==> src/rtl/cfg_smbus_pkg.sv <==
package cfg_smbus_pkg;
  typedef enum logic [2:0] {
    ST_IDLE, ST_ADDR, ST_RX, ST_ACK, ST_TX, ST_MACK
  } st_e;

  typedef enum logic [1:0] {
    PH_CMD, PH_CNT, PH_DATA
  } ph_e;

  localparam int STRAP_W = 5;
  localparam int VID_W   = 4;

  // writable bits per register index
  function automatic logic [7:0] rw_mask(int unsigned idx);
    case (idx)
      0:       return 8'hE0;
      1:       return 8'hF0;
      2:       return 8'h3F;
      default: return 8'hFF;
    endcase
  endfunction
endpackage

==> src/rtl/cfg_smbus_sync.sv <==
module cfg_smbus_sync #(
  parameter int STAGES = 2
) (
  input  logic clk_i,
  input  logic rst_ni,
  input  logic scl_i,
  input  logic sda_i,
  output logic sda_o,
  output logic scl_rise_o,
  output logic scl_fall_o,
  output logic start_o,
  output logic stop_o
);
  localparam int LINES = 2;

  logic [LINES-1:0] line_in;
  logic [LINES-1:0] line_s;
  logic [LINES-1:0] line_d;

  assign line_in = {sda_i, scl_i};

  for (genvar g = 0; g < LINES; g++) begin : g_line
    logic [STAGES-1:0] q;
    always_ff @(posedge clk_i or negedge rst_ni) begin
      if (!rst_ni) q <= '1;
      else         q <= {q[STAGES-2:0], line_in[g]};
    end
    assign line_s[g] = q[STAGES-1];
  end

  always_ff @(posedge clk_i or negedge rst_ni) begin
    if (!rst_ni) line_d <= '1;
    else         line_d <= line_s;
  end

  logic scl_s, scl_d, sda_s, sda_d;
  assign scl_s = line_s[0];
  assign scl_d = line_d[0];
  assign sda_s = line_s[1];
  assign sda_d = line_d[1];

  assign sda_o      = sda_s;
  assign scl_rise_o = scl_s & ~scl_d;
  assign scl_fall_o = ~scl_s & scl_d;
  assign start_o    = scl_s & scl_d & sda_d & ~sda_s;
  assign stop_o     = scl_s & scl_d & ~sda_d & sda_s;
endmodule

==> src/rtl/cfg_smbus_regbank.sv <==
module cfg_smbus_regbank
  import cfg_smbus_pkg::*;
#(
  parameter int NUM_REGS = 8,
  parameter int IDX_W    = 3,
  parameter int PTR_W    = 4
) (
  input  logic               clk_i,
  input  logic               rst_ni,
  input  logic               wr_en_i,
  input  logic [IDX_W-1:0]   wr_idx_i,
  input  logic [7:0]         wr_data_i,
  input  logic [STRAP_W-1:0] strap_i,
  input  logic [VID_W-1:0]   vid_i,
  input  logic [PTR_W-1:0]   rd_a_idx_i,
  output logic [7:0]         rd_a_data_o,
  input  logic [PTR_W-1:0]   rd_b_idx_i,
  output logic [7:0]         rd_b_data_o
);
  localparam logic [PTR_W-1:0] NREG_P = PTR_W'(NUM_REGS);

  logic [7:0] regs [NUM_REGS];
  logic [7:0] view [NUM_REGS];

  for (genvar i = 0; i < NUM_REGS; i++) begin : g_reg
    always_ff @(posedge clk_i or negedge rst_ni) begin
      if (!rst_ni)
        regs[i] <= '0;
      else if (wr_en_i && wr_idx_i == IDX_W'(i))
        regs[i] <= wr_data_i & rw_mask(i);
    end
    if (i == 0) begin : g_strap
      assign view[i] = regs[i] | {{(8-STRAP_W){1'b0}}, strap_i};
    end else if (i == 1) begin : g_vid
      assign view[i] = regs[i] | {{(8-VID_W){1'b0}}, vid_i};
    end else begin : g_plain
      assign view[i] = regs[i];
    end
  end

  always_comb begin
    rd_a_data_o = '0;
    rd_b_data_o = '0;
    if (rd_a_idx_i < NREG_P) rd_a_data_o = view[rd_a_idx_i[IDX_W-1:0]];
    if (rd_b_idx_i < NREG_P) rd_b_data_o = view[rd_b_idx_i[IDX_W-1:0]];
  end
endmodule

==> src/rtl/cfg_smbus_fsm.sv <==
module cfg_smbus_fsm
  import cfg_smbus_pkg::*;
#(
  parameter logic [6:0] SLV_ADDR = 7'h69,
  parameter int         NUM_REGS = 8,
  parameter int         IDX_W    = 3,
  parameter int         PTR_W    = 4
) (
  input  logic             clk_i,
  input  logic             rst_ni,
  input  logic             sda_i,
  input  logic             scl_rise_i,
  input  logic             scl_fall_i,
  input  logic             start_i,
  input  logic             stop_i,
  output logic [PTR_W-1:0] rd_idx_o,
  input  logic [7:0]       rd_data_i,
  output logic             wr_en_o,
  output logic [IDX_W-1:0] wr_idx_o,
  output logic [7:0]       wr_data_o,
  output logic             sda_oe_o
);
  localparam logic [7:0]       NREG8  = 8'(NUM_REGS);
  localparam logic [PTR_W-1:0] NREG_P = PTR_W'(NUM_REGS);

  st_e              st;
  ph_e              ph;
  logic [3:0]       bit_cnt;
  logic [7:0]       sh;
  logic [PTR_W-1:0] ptr;
  logic             blk;
  logic [7:0]       rem;
  logic             to_tx;
  logic             first_tx;

  logic [7:0] byte_in;
  logic [7:0] tx_byte;
  logic       tx_is_cnt;

  assign byte_in   = {sh[6:0], sda_i};
  assign tx_is_cnt = blk & first_tx;
  assign tx_byte   = tx_is_cnt ? (NREG8 - 8'(ptr)) : rd_data_i;
  assign rd_idx_o  = ptr;

  always_ff @(posedge clk_i or negedge rst_ni) begin
    if (!rst_ni) begin
      st        <= ST_IDLE;
      ph        <= PH_CMD;
      bit_cnt   <= '0;
      sh        <= '0;
      ptr       <= '0;
      blk       <= 1'b0;
      rem       <= '0;
      to_tx     <= 1'b0;
      first_tx  <= 1'b0;
      wr_en_o   <= 1'b0;
      wr_idx_o  <= '0;
      wr_data_o <= '0;
      sda_oe_o  <= 1'b0;
    end else begin
      wr_en_o <= 1'b0;
      if (start_i) begin
        st       <= ST_ADDR;
        bit_cnt  <= '0;
        sda_oe_o <= 1'b0;
      end else if (stop_i) begin
        st       <= ST_IDLE;
        sda_oe_o <= 1'b0;
      end else begin
        case (st)
          ST_ADDR, ST_RX: begin
            if (scl_rise_i) begin
              sh      <= byte_in;
              bit_cnt <= bit_cnt + 4'd1;
              if (bit_cnt == 4'd7) begin
                st    <= ST_IDLE;  // default: no acknowledge
                to_tx <= 1'b0;
                if (st == ST_ADDR) begin
                  if (byte_in[7:1] == SLV_ADDR) begin
                    st       <= ST_ACK;
                    to_tx    <= byte_in[0];
                    first_tx <= 1'b1;
                    if (!byte_in[0]) ph <= PH_CMD;
                  end
                end else begin
                  case (ph)
                    PH_CMD: begin
                      if ({1'b0, byte_in[6:0]} < NREG8) begin
                        ptr <= PTR_W'(byte_in[6:0]);
                        blk <= byte_in[7];
                        ph  <= byte_in[7] ? PH_CNT : PH_DATA;
                        st  <= ST_ACK;
                      end
                    end
                    PH_CNT: begin
                      rem <= byte_in;
                      ph  <= PH_DATA;
                      st  <= ST_ACK;
                    end
                    default: begin
                      if (ptr < NREG_P && !(blk && rem == 8'd0)) begin
                        wr_en_o   <= 1'b1;
                        wr_idx_o  <= ptr[IDX_W-1:0];
                        wr_data_o <= byte_in;
                        ptr       <= ptr + 1'b1;
                        if (blk) rem <= rem - 8'd1;
                        st        <= ST_ACK;
                      end
                    end
                  endcase
                end
              end
            end
          end
          ST_ACK: begin
            if (scl_fall_i) begin
              if (bit_cnt == 4'd8) begin
                sda_oe_o <= 1'b1;
                bit_cnt  <= 4'd9;
              end else begin
                sda_oe_o <= 1'b0;
                bit_cnt  <= '0;
                if (to_tx) begin
                  sh       <= tx_byte;
                  sda_oe_o <= ~tx_byte[7];
                  first_tx <= 1'b0;
                  if (!tx_is_cnt && ptr < NREG_P) ptr <= ptr + 1'b1;
                  st       <= ST_TX;
                end else begin
                  st <= ST_RX;
                end
              end
            end
          end
          ST_TX: begin
            if (scl_rise_i) bit_cnt <= bit_cnt + 4'd1;
            if (scl_fall_i) begin
              if (bit_cnt == 4'd8) begin
                sda_oe_o <= 1'b0;
                st       <= ST_MACK;
              end else begin
                sda_oe_o <= ~sh[3'd7 - bit_cnt[2:0]];
              end
            end
          end
          ST_MACK: begin
            if (scl_rise_i) begin
              if (sda_i) st <= ST_IDLE;
              else       bit_cnt <= 4'd9;
            end
            if (scl_fall_i && bit_cnt == 4'd9) begin
              sh       <= tx_byte;
              sda_oe_o <= ~tx_byte[7];
              first_tx <= 1'b0;
              bit_cnt  <= '0;
              if (!tx_is_cnt && ptr < NREG_P) ptr <= ptr + 1'b1;
              st       <= ST_TX;
            end
          end
          default: ;
        endcase
      end
    end
  end
endmodule

==> src/rtl/cfg_smbus_slave.sv <==
module cfg_smbus_slave
  import cfg_smbus_pkg::*;
#(
  parameter logic [6:0] SLV_ADDR    = 7'h69,
  parameter int         NUM_REGS    = 8,
  parameter int         SYNC_STAGES = 2,
  localparam int        IDX_W       = $clog2(NUM_REGS),
  localparam int        PTR_W       = IDX_W + 1
) (
  input  logic               clk_i,
  input  logic               rst_ni,
  input  logic               scl_i,
  input  logic               sda_i,
  output logic               sda_oe_o,
  input  logic [STRAP_W-1:0] strap_fs_i,
  input  logic [VID_W-1:0]   vendor_id_i,
  input  logic [IDX_W-1:0]   cfg_rd_idx_i,
  output logic [7:0]         cfg_rd_data_o,
  output logic               wr_en_o,
  output logic [IDX_W-1:0]   wr_idx_o,
  output logic [7:0]         wr_data_o
);
  logic             sda_s, scl_rise, scl_fall, start_c, stop_c;
  logic [PTR_W-1:0] ptr_idx;
  logic [7:0]       ptr_data;

  cfg_smbus_sync #(.STAGES(SYNC_STAGES)) u_sync (
    .clk_i      (clk_i),
    .rst_ni     (rst_ni),
    .scl_i      (scl_i),
    .sda_i      (sda_i),
    .sda_o      (sda_s),
    .scl_rise_o (scl_rise),
    .scl_fall_o (scl_fall),
    .start_o    (start_c),
    .stop_o     (stop_c)
  );

  cfg_smbus_fsm #(
    .SLV_ADDR (SLV_ADDR),
    .NUM_REGS (NUM_REGS),
    .IDX_W    (IDX_W),
    .PTR_W    (PTR_W)
  ) u_fsm (
    .clk_i      (clk_i),
    .rst_ni     (rst_ni),
    .sda_i      (sda_s),
    .scl_rise_i (scl_rise),
    .scl_fall_i (scl_fall),
    .start_i    (start_c),
    .stop_i     (stop_c),
    .rd_idx_o   (ptr_idx),
    .rd_data_i  (ptr_data),
    .wr_en_o    (wr_en_o),
    .wr_idx_o   (wr_idx_o),
    .wr_data_o  (wr_data_o),
    .sda_oe_o   (sda_oe_o)
  );

  cfg_smbus_regbank #(
    .NUM_REGS (NUM_REGS),
    .IDX_W    (IDX_W),
    .PTR_W    (PTR_W)
  ) u_bank (
    .clk_i       (clk_i),
    .rst_ni      (rst_ni),
    .wr_en_i     (wr_en_o),
    .wr_idx_i    (wr_idx_o),
    .wr_data_i   (wr_data_o),
    .strap_i     (strap_fs_i),
    .vid_i       (vendor_id_i),
    .rd_a_idx_i  ({1'b0, cfg_rd_idx_i}),
    .rd_a_data_o (cfg_rd_data_o),
    .rd_b_idx_i  (ptr_idx),
    .rd_b_data_o (ptr_data)
  );
endmodule

==> config.mk <==
export PLATFORM = sky130hd
export DESIGN_NAME = cfg_smbus_slave
export DESIGN_NICKNAME = d
export VERILOG_FILES = /design/src/rtl/cfg_smbus_pkg.sv /design/src/rtl/cfg_smbus_sync.sv /design/src/rtl/cfg_smbus_regbank.sv /design/src/rtl/cfg_smbus_fsm.sv /design/src/rtl/cfg_smbus_slave.sv
export SDC_FILE = /design/constraint.sdc
export NUM_CORES = 1
export LEC_CHECK = 0
export BUFFER_PORTS_ARGS = -buffer_cell sky130_fd_sc_hd__buf_2
export CAP_MARGIN = 20
export CORE_MARGIN = 2
export CORE_UTILIZATION = 60
export CTS_CLUSTER_DIAMETER = 30
export DETAILED_ROUTE_END_ITERATION = 12
export PLACE_DENSITY = 0.89
export SYNTH_ARGS = -nofsm -noshare
export SYNTH_HDL_FRONTEND = slang
export SYNTH_SLANG_ARGS = --single-unit
==> constraint.sdc <==
create_clock -name clk_i -period 3.39 [get_ports clk_i]
set_input_delay 0.339 -clock clk_i [delete_from_list [all_inputs] [get_ports clk_i]]
set_output_delay 0.339 -clock clk_i [all_outputs]
set_load 0.03 [all_outputs]
Yosys cells after proc, flatten, opt, wreduce, memory -nomap -nowiden
Cells that the tools add are included.
Word-level totals
  bits in registers: 104
  input bits: 16
  output and inout bits: 21
  word-level logic and storage cells: 235
Operators by class
  add/sub/neg operators: 5
  $lt $le $gt $ge: 6
  eq/ne operators: 46
  multiplexer cells: 93
  bitwise operators: 23
  reductions and logical operators: 38
Operators with widths (number)
  8-bit 2-to-1 mux: 14
  4-bit 2-to-1 mux: 18
  8-bit binary-select mux with 3-bit select: 2
  3-bit 2-to-1 mux: 13
  4-bit by 3-bit inequality test with 1-bit output (second input constant): 7
  1-bit 2-to-1 mux: 27
  9-bit AND reduction: 3
  4-bit case mux with 3 select lines: 2
  8-bit case mux with 3 select lines: 1
  8-bit AND reduction: 3
  3-bit equality test (second input constant): 6
  2-bit 2-to-1 mux: 8
  8-bit case mux with 2 select lines: 1
  2-bit inequality test (second input constant): 7
  13-bit AND reduction: 1
  3-bit by 2-bit equality test with 1-bit output (second input constant): 4
  1-bit logical AND: 12
  2-bit by 1-bit inequality test with 1-bit output (second input constant): 6
  3-bit case mux with 4 select lines: 1
  1-bit NOT: 11
  11-bit AND reduction: 1
  5-bit by 4-bit inequality test with 1-bit output (second input constant): 2
  3-bit by 1-bit inequality test with 1-bit output (second input constant): 3
  4-bit by 1-bit adder with 4-bit output (second input constant): 2
  other kinds (37): 56

Logic depth before layout (Yosys ltp)
  depth in word-level cells: 13
  mapped depth: 9
  mapped depth without buffers: 7

Modules after synthesis
A second synthesis with hierarchy kept.
Unflattened totals
  cells, all modules: 565
  area, all modules: 6512.5 sq um
Modules (own cells, without submodules)
  cfg_smbus_fsm: instances 1, cells each 351, area each 3171.8 sq um, sequential area each 1126.1 sq um
  cfg_smbus_regbank: instances 1, cells each 203, area each 3146.8 sq um, sequential area each 1326.3 sq um
  cfg_smbus_sync: instances 1, cells each 10, area each 190.2 sq um, sequential area each 157.7 sq um
  cfg_smbus_slave: instances 1, cells each 1, area each 3.8 sq um, sequential area each 0.0 sq um

Worst setup path before layout
Ideal clock, no wire load.
  kind: register to register
  from: register u_fsm.ptr[0] (netlist: u_fsm.rd_idx_o[0])
  to: register u_fsm.ptr[0] (netlist: u_fsm.rd_idx_o[0])
  arrival time: 2695 ps
  setup slack: 609 ps
  stages on the path, launching flop included: 10
  clock period less this slack: 2781 ps
  cell sequence: dfrtp_1 buf_2 buf_4 inv_1 ha_1 o41ai_4 nand2_1 a21o_1 or4b_1 o211ai_1
Between the ends
  cells in the longest elaborated chain, start to end: 7
  elaborated cells between the ends (all ways): 17
  those cells by class: add/sub (1); order compare (1); eq/ne (1); mux (11); reduce/logical (3)
Ends and longest elaborated chain
  from (decl): RTL line cfg_smbus_fsm.sv:30  | logic [PTR_W-1:0] ptr;
  from (signal assigned): RTL line cfg_smbus_fsm.sv:89  | ptr <= PTR_W'(byte_in[6:0]);
  from (signal assigned): RTL line cfg_smbus_fsm.sv:105  | ptr <= ptr + 1'b1;
  from (signal assigned): RTL line cfg_smbus_fsm.sv:127  | if (!tx_is_cnt && ptr < NREG_P) ptr <= ptr + 1'b1;
  4-bit by 1-bit adder with 4-bit output or 4-bit less-than comparator (tied branches)
  4-bit 2-to-1 mux or 1-bit logical AND (tied branches): RTL line cfg_smbus_fsm.sv:101, cfg_smbus_fsm.sv:127, cfg_smbus_fsm.sv:156
  4-bit case mux with 2 select lines or 4-bit 2-to-1 mux (tied branches): RTL line cfg_smbus_fsm.sv:86, cfg_smbus_fsm.sv:127, cfg_smbus_fsm.sv:156
  4-bit 2-to-1 mux, on equally long branches: RTL line cfg_smbus_fsm.sv:78, cfg_smbus_fsm.sv:123
  4-bit 2-to-1 mux, on equally long branches: RTL line cfg_smbus_fsm.sv:75, cfg_smbus_fsm.sv:117
  4-bit 2-to-1 mux, on equally long branches: RTL line cfg_smbus_fsm.sv:72, cfg_smbus_fsm.sv:116
  4-bit case mux with 3 select lines: RTL line cfg_smbus_fsm.sv:70  | case (st)
Several ways; a longest one is shown, not always the timed one. The select of a mux whose other input is x is not followed.
A chain may end at the register's enable or synchronous reset.

Final worst setup path
  from: register u_fsm.ptr[0] (netlist: u_fsm.rd_idx_o[0])
  to: register u_fsm.ptr[1] (netlist: u_fsm.rd_idx_o[1])
Same word-level chain as after synthesis.

==> results.py <==
metrics = {
    "clocking": {
        "clock_sinks": 104,
        "hold_buffers": 0,
        "clock_latency_ps": 380,
        "cts_resized": 0,
        "htreeDepth": 3,
        "cts_root_buf": "clkbuf_8",
        "clk_pin_slew_ps": 110,
        "postCtsSetupRepairBufs": 0,
        "cts_made_buffers": 9,
        "clockBufferDepth": 2,
        "cts_tree": "built",
    },
    "global_route": {
        "grt_max_degree": 105,
        "grt_pass1_vias": 4939,
        "antenna_found_initial": 0,
        "grt_pass1_wl_mm": 26.7,
        "grt_use_total_pct": 30.4,
        "overflow": 0,
    },
    "placement": {
        "finalWeightedCongestion": 1.01,
        "dp_hpwl_mm": 11.3,
        "dpl.cell_count": 696,
        "io_buffers": 36,
    },
    "setup_path": {
        "cpMaxStageDelayCell": "nor3_1",
        "path_buf_inv": 1,
        "cp_max_fo": 8,
        "critPathLaunch": "u_fsm.rd_idx_o[0]",
        "path_depth": 7,
        "regToRegStartpoint": "u_fsm.rd_idx_o[0]",
        "crit_required_ps": 3700,
        "crit_path_end": "u_fsm.rd_idx_o[1]",
        "critPathMaxStageDelay_ps": 530,
        "path_cells": "inv_1 -> ha_1 -> o41ai_4 -> nand2_1 -> a21o_1 -> nor3_1 -> mux2i_1",
        "worst_setup_path_end_kind": "register",
        "worstSetupStartpointType": "register",
        "critPathArrivalTime_ps": 2940,
        "reg2regPathDepth": 7,
        "cp_top_family": "simple AND/OR/NAND/NOR gates",
        "worst_r2r_endpoint": "u_fsm.rd_idx_o[1]",
        "crit_type": "register to register",
        "r2r_setup_slack_ps": 760,
    },
    "power_and_ir_drop": {
        "powerDensity_nw_per_um2": 501,
        "clkPwrFrac_pct": 23.3,
        "p_int_uw": 2140,
        "ir_drop_mv": 0.390,
        "power_frac_comb_pct": 30.2,
        "seqPwrFrac_pct": 46.4,
        "swShare_pct": 37.3,
        "leakagePower_uw": 0.00306,
        "p_switching_uw": 1270,
    },
    "timing": {
        "max_freq_mhz": 380,
        "worst_pin_slew_ps": 906,
        "grt_setup_unrepaired": "no",
        "setup-violations-final": 0,
        "final-hold-violation-count": 4,
        "slew_headroom_pct": 39.3,
        "layout_min_cycle_time_ps": 2630,
        "min_period_over_period_pct": 77.6,
        "hold_ws_ps": -16.4,
        "finClkSkew_ps": 15.2,
        "drv_slew": 0,
        "fin_setup_tns_ps": 0,
    },
    "routing": {
        "avgViaCountPerCell": 7.10,
        "vias": 5052,
        "dr.pass1.iters": 5,
        "drcViolationCount": 0,
        "ant_nets": 0,
        "drt_iter0_drc": 557,
        "wirelength_mm": 16.7,
        "wire_per_inst_um": 23.4,
    },
    "floorplanning": {
        "chipHeight_um": 107,
        "initial_utilization_pct": 61.8,
        "die_w_um": 107,
        "ios": 37,
        "core_um2": 10300,
        "floorplan.rows": 37,
        "die_area_um2": 11400,
    },
    "run_status": {
        "violations": "hold timing",
        "status": "finished with violations",
    },
    "synthesis": {
        "synthArstFlopShare_pct": 100,
        "syn_area_um2": 6350,
        "synth.avg_cell_area_um2": 11.5,
        "synth.distinct_cells": 77,
        "synth_seq_area_share_pct": 41.1,
        "synth_nets": 576,
        "ys_ff_latch": 104,
        "synth-edff-count": 0,
        "yosys_warnings": 0,
        "synthFlopType": "dfrtp_1",
        "synth_cells": 553,
    },
    "layout": {
        "n_fill_cell": 767,
        "num-nets-final": 594,
        "area_growth_pct": 7.12,
        "final_cells": 712,
        "n_antenna_cell": 0,
        "drive_gt1_share_pct": 33.0,
    },
    "hold_path": {
        "hold_path.class": "primary input to async pin",
    },
    "run": {
        "cap_violations": 0,
    },
}
through the flow:
stage	setup WS [ps]	hold WS [ps]	total power (µW)	util (%)	area, µm²
floorplan	609	43.4	2310	-	6350
global route	627	28.6	3550	66.2	6800
finish	760	-16.4	3410	66.2	6800
global placement	942	346	2580	64.3	6600
CTS	840	33.5	3390	66.2	6800
detailed placement	918	350	2600	64.3	6600
final cells by class:
| class | count | area (µm²) | share of cell area (%) |
|---|---|---|---|
| sequential | 104 | 2610 | 38.4 |
| multi-input combinational | 396 | 3510 | 51.7 |
| inverter | 17 | 63.8 | 0.939 |
| clock buffer | 11 | 131 | 1.93 |
| timing repair buffer | 43 | 248 | 3.64 |
| tap | 136 | 170 | 2.50 |
| clock inverter | 5 | 63.8 | 0.939 |
logic make-up after synthesis:
group / Yosys count / share of synthesized area (%)
buffers and inverters: 53 / 3.63
muxes: 121 / 26.5
xor gates and xnor gates: 5 / 0.690
adders and majority gates: 8 / 1.54
DFF: 104 / 41.1
and+or+nand+nor: 142 / 13.0
AOI/OAI and AO/OA: 120 / 13.5
synth_stat cells, types with 5 or more instances:
cell	count	area share (%)
a211oi_1	5	0.59
a21oi_1	17	1.3
a22oi_1	5	0.59
a31oi_1	5	0.49
buf_1	6	0.35
buf_2	10	0.79
clkbuf_1	16	0.95
dfrtp_1	98	39
dfstp_2	6	2.5
ha_1	7	1.4
inv_1	17	1.0
mux2_2	75	13
mux2i_1	16	2.5
mux4_2	30	11
nand2_1	26	1.5
nand2b_1	6	0.59
nand3_1	7	0.55
nand3b_1	6	0.71
nand4b_1	6	0.83
nor2_1	31	1.8
nor3_1	14	1.1
nor4_1	8	0.79
o211ai_1	8	0.95
o21ai_0	28	2.2
o22ai_1	10	0.99
sequential cells by signal, summed over array words and instances (netlist names):
signal           flops
u_fsm.to_tx          1
u_bank.regs         53
u_fsm.rd_idx_o       4
u_fsm.wr_en_o        1
u_sync.g_line.q      4
u_fsm.sh             8
u_fsm.st             3
u_fsm.bit_cnt        4
u_fsm.ph             2
u_sync.line_d        2
u_fsm.blk            1
u_fsm.wr_data_o      8
u_fsm.rem            8
u_fsm.sda_oe_o       1
u_fsm.first_tx       1
u_fsm.wr_idx_o       3
power groups by stage:
| stage | sequential, µW | combinational (µW) | clock, µW |
|---|---|---|---|
| finish | 1580 | 1030 | 794 |
| floorplan | 1470 | 836 | 0 |
| detailed placement | 1590 | 1010 | 0 |
| global placement | 1580 | 991 | 0 |
| CTS | 1570 | 1020 | 803 |
| global route | 1590 | 1110 | 851 |
worst min path at each step:
stage,startpoint,end,depth (start not counted)
2_1_floorplan,rst_ni,u_bank.regs[0],0
3_3_place_gp,u_sync.g_line[0].q[0],u_sync.g_line[0].q[1],0
3_5_place_dp,u_sync.g_line[1].q[0],u_sync.g_line[1].q[1],0
4_1_cts,rst_ni,u_fsm.bit_cnt[2],2
5_1_grt,scl_i,u_sync.g_line[0].q[0],1
6_report,rst_ni,u_fsm.bit_cnt[2],2
worst reg2reg max path: stages, from the launching register on:
cell	delay (ps)
dfrtp_1	370
inv_1	110
ha_1	290
o41ai_4	470
nand2_1	260
a21o_1	260
nor3_1	530
mux2i_1	270
layer usage:
| layer | up-vias | global-route usage, % | share of wire (%) |
|---|---|---|---|
| li1 | 2170 | - | - |
| met1 | 2495 | 39.7 | 39 |
| met2 | 311 | 49.5 | 49 |
| met3 | 76 | 5.17 | 7.6 |
| met4 | 0 | 14.9 | 4.9 |
| met5 | - | 0 | 0 |
cells in the final DEF, fill, tap and decap left out, drive strengths merged, types with 4 or more instances in the layout:
| cell type | Yosys | routed |
|---|---|---|
| o22ai | 10 | 10 |
| buf | 20 | 43 |
| nor4 | 9 | 9 |
| mux4 | 30 | 30 |
| dfrtp | 98 | 98 |
| nand2b | 7 | 7 |
| dfstp | 6 | 6 |
| or3 | 4 | 4 |
| inv | 17 | 19 |
| o211ai | 8 | 8 |
| a21oi | 17 | 17 |
| nor3b | 5 | 5 |
| nand4b | 6 | 6 |
| nand4 | 4 | 4 |
| mux2i | 16 | 16 |
| nand2 | 26 | 26 |
| mux2 | 75 | 75 |
| clkbuf | 16 | 11 |
| nor3 | 15 | 15 |
| nor2 | 32 | 32 |
| o21ai | 28 | 28 |
| a31oi | 5 | 5 |
| ha | 7 | 7 |
| a22oi | 5 | 5 |
| xnor2 | 4 | 4 |
| nand3 | 7 | 7 |
| a211oi | 5 | 5 |
| nand3b | 7 | 7 |
Note: power is estimated with default switching activity, not from simulation.
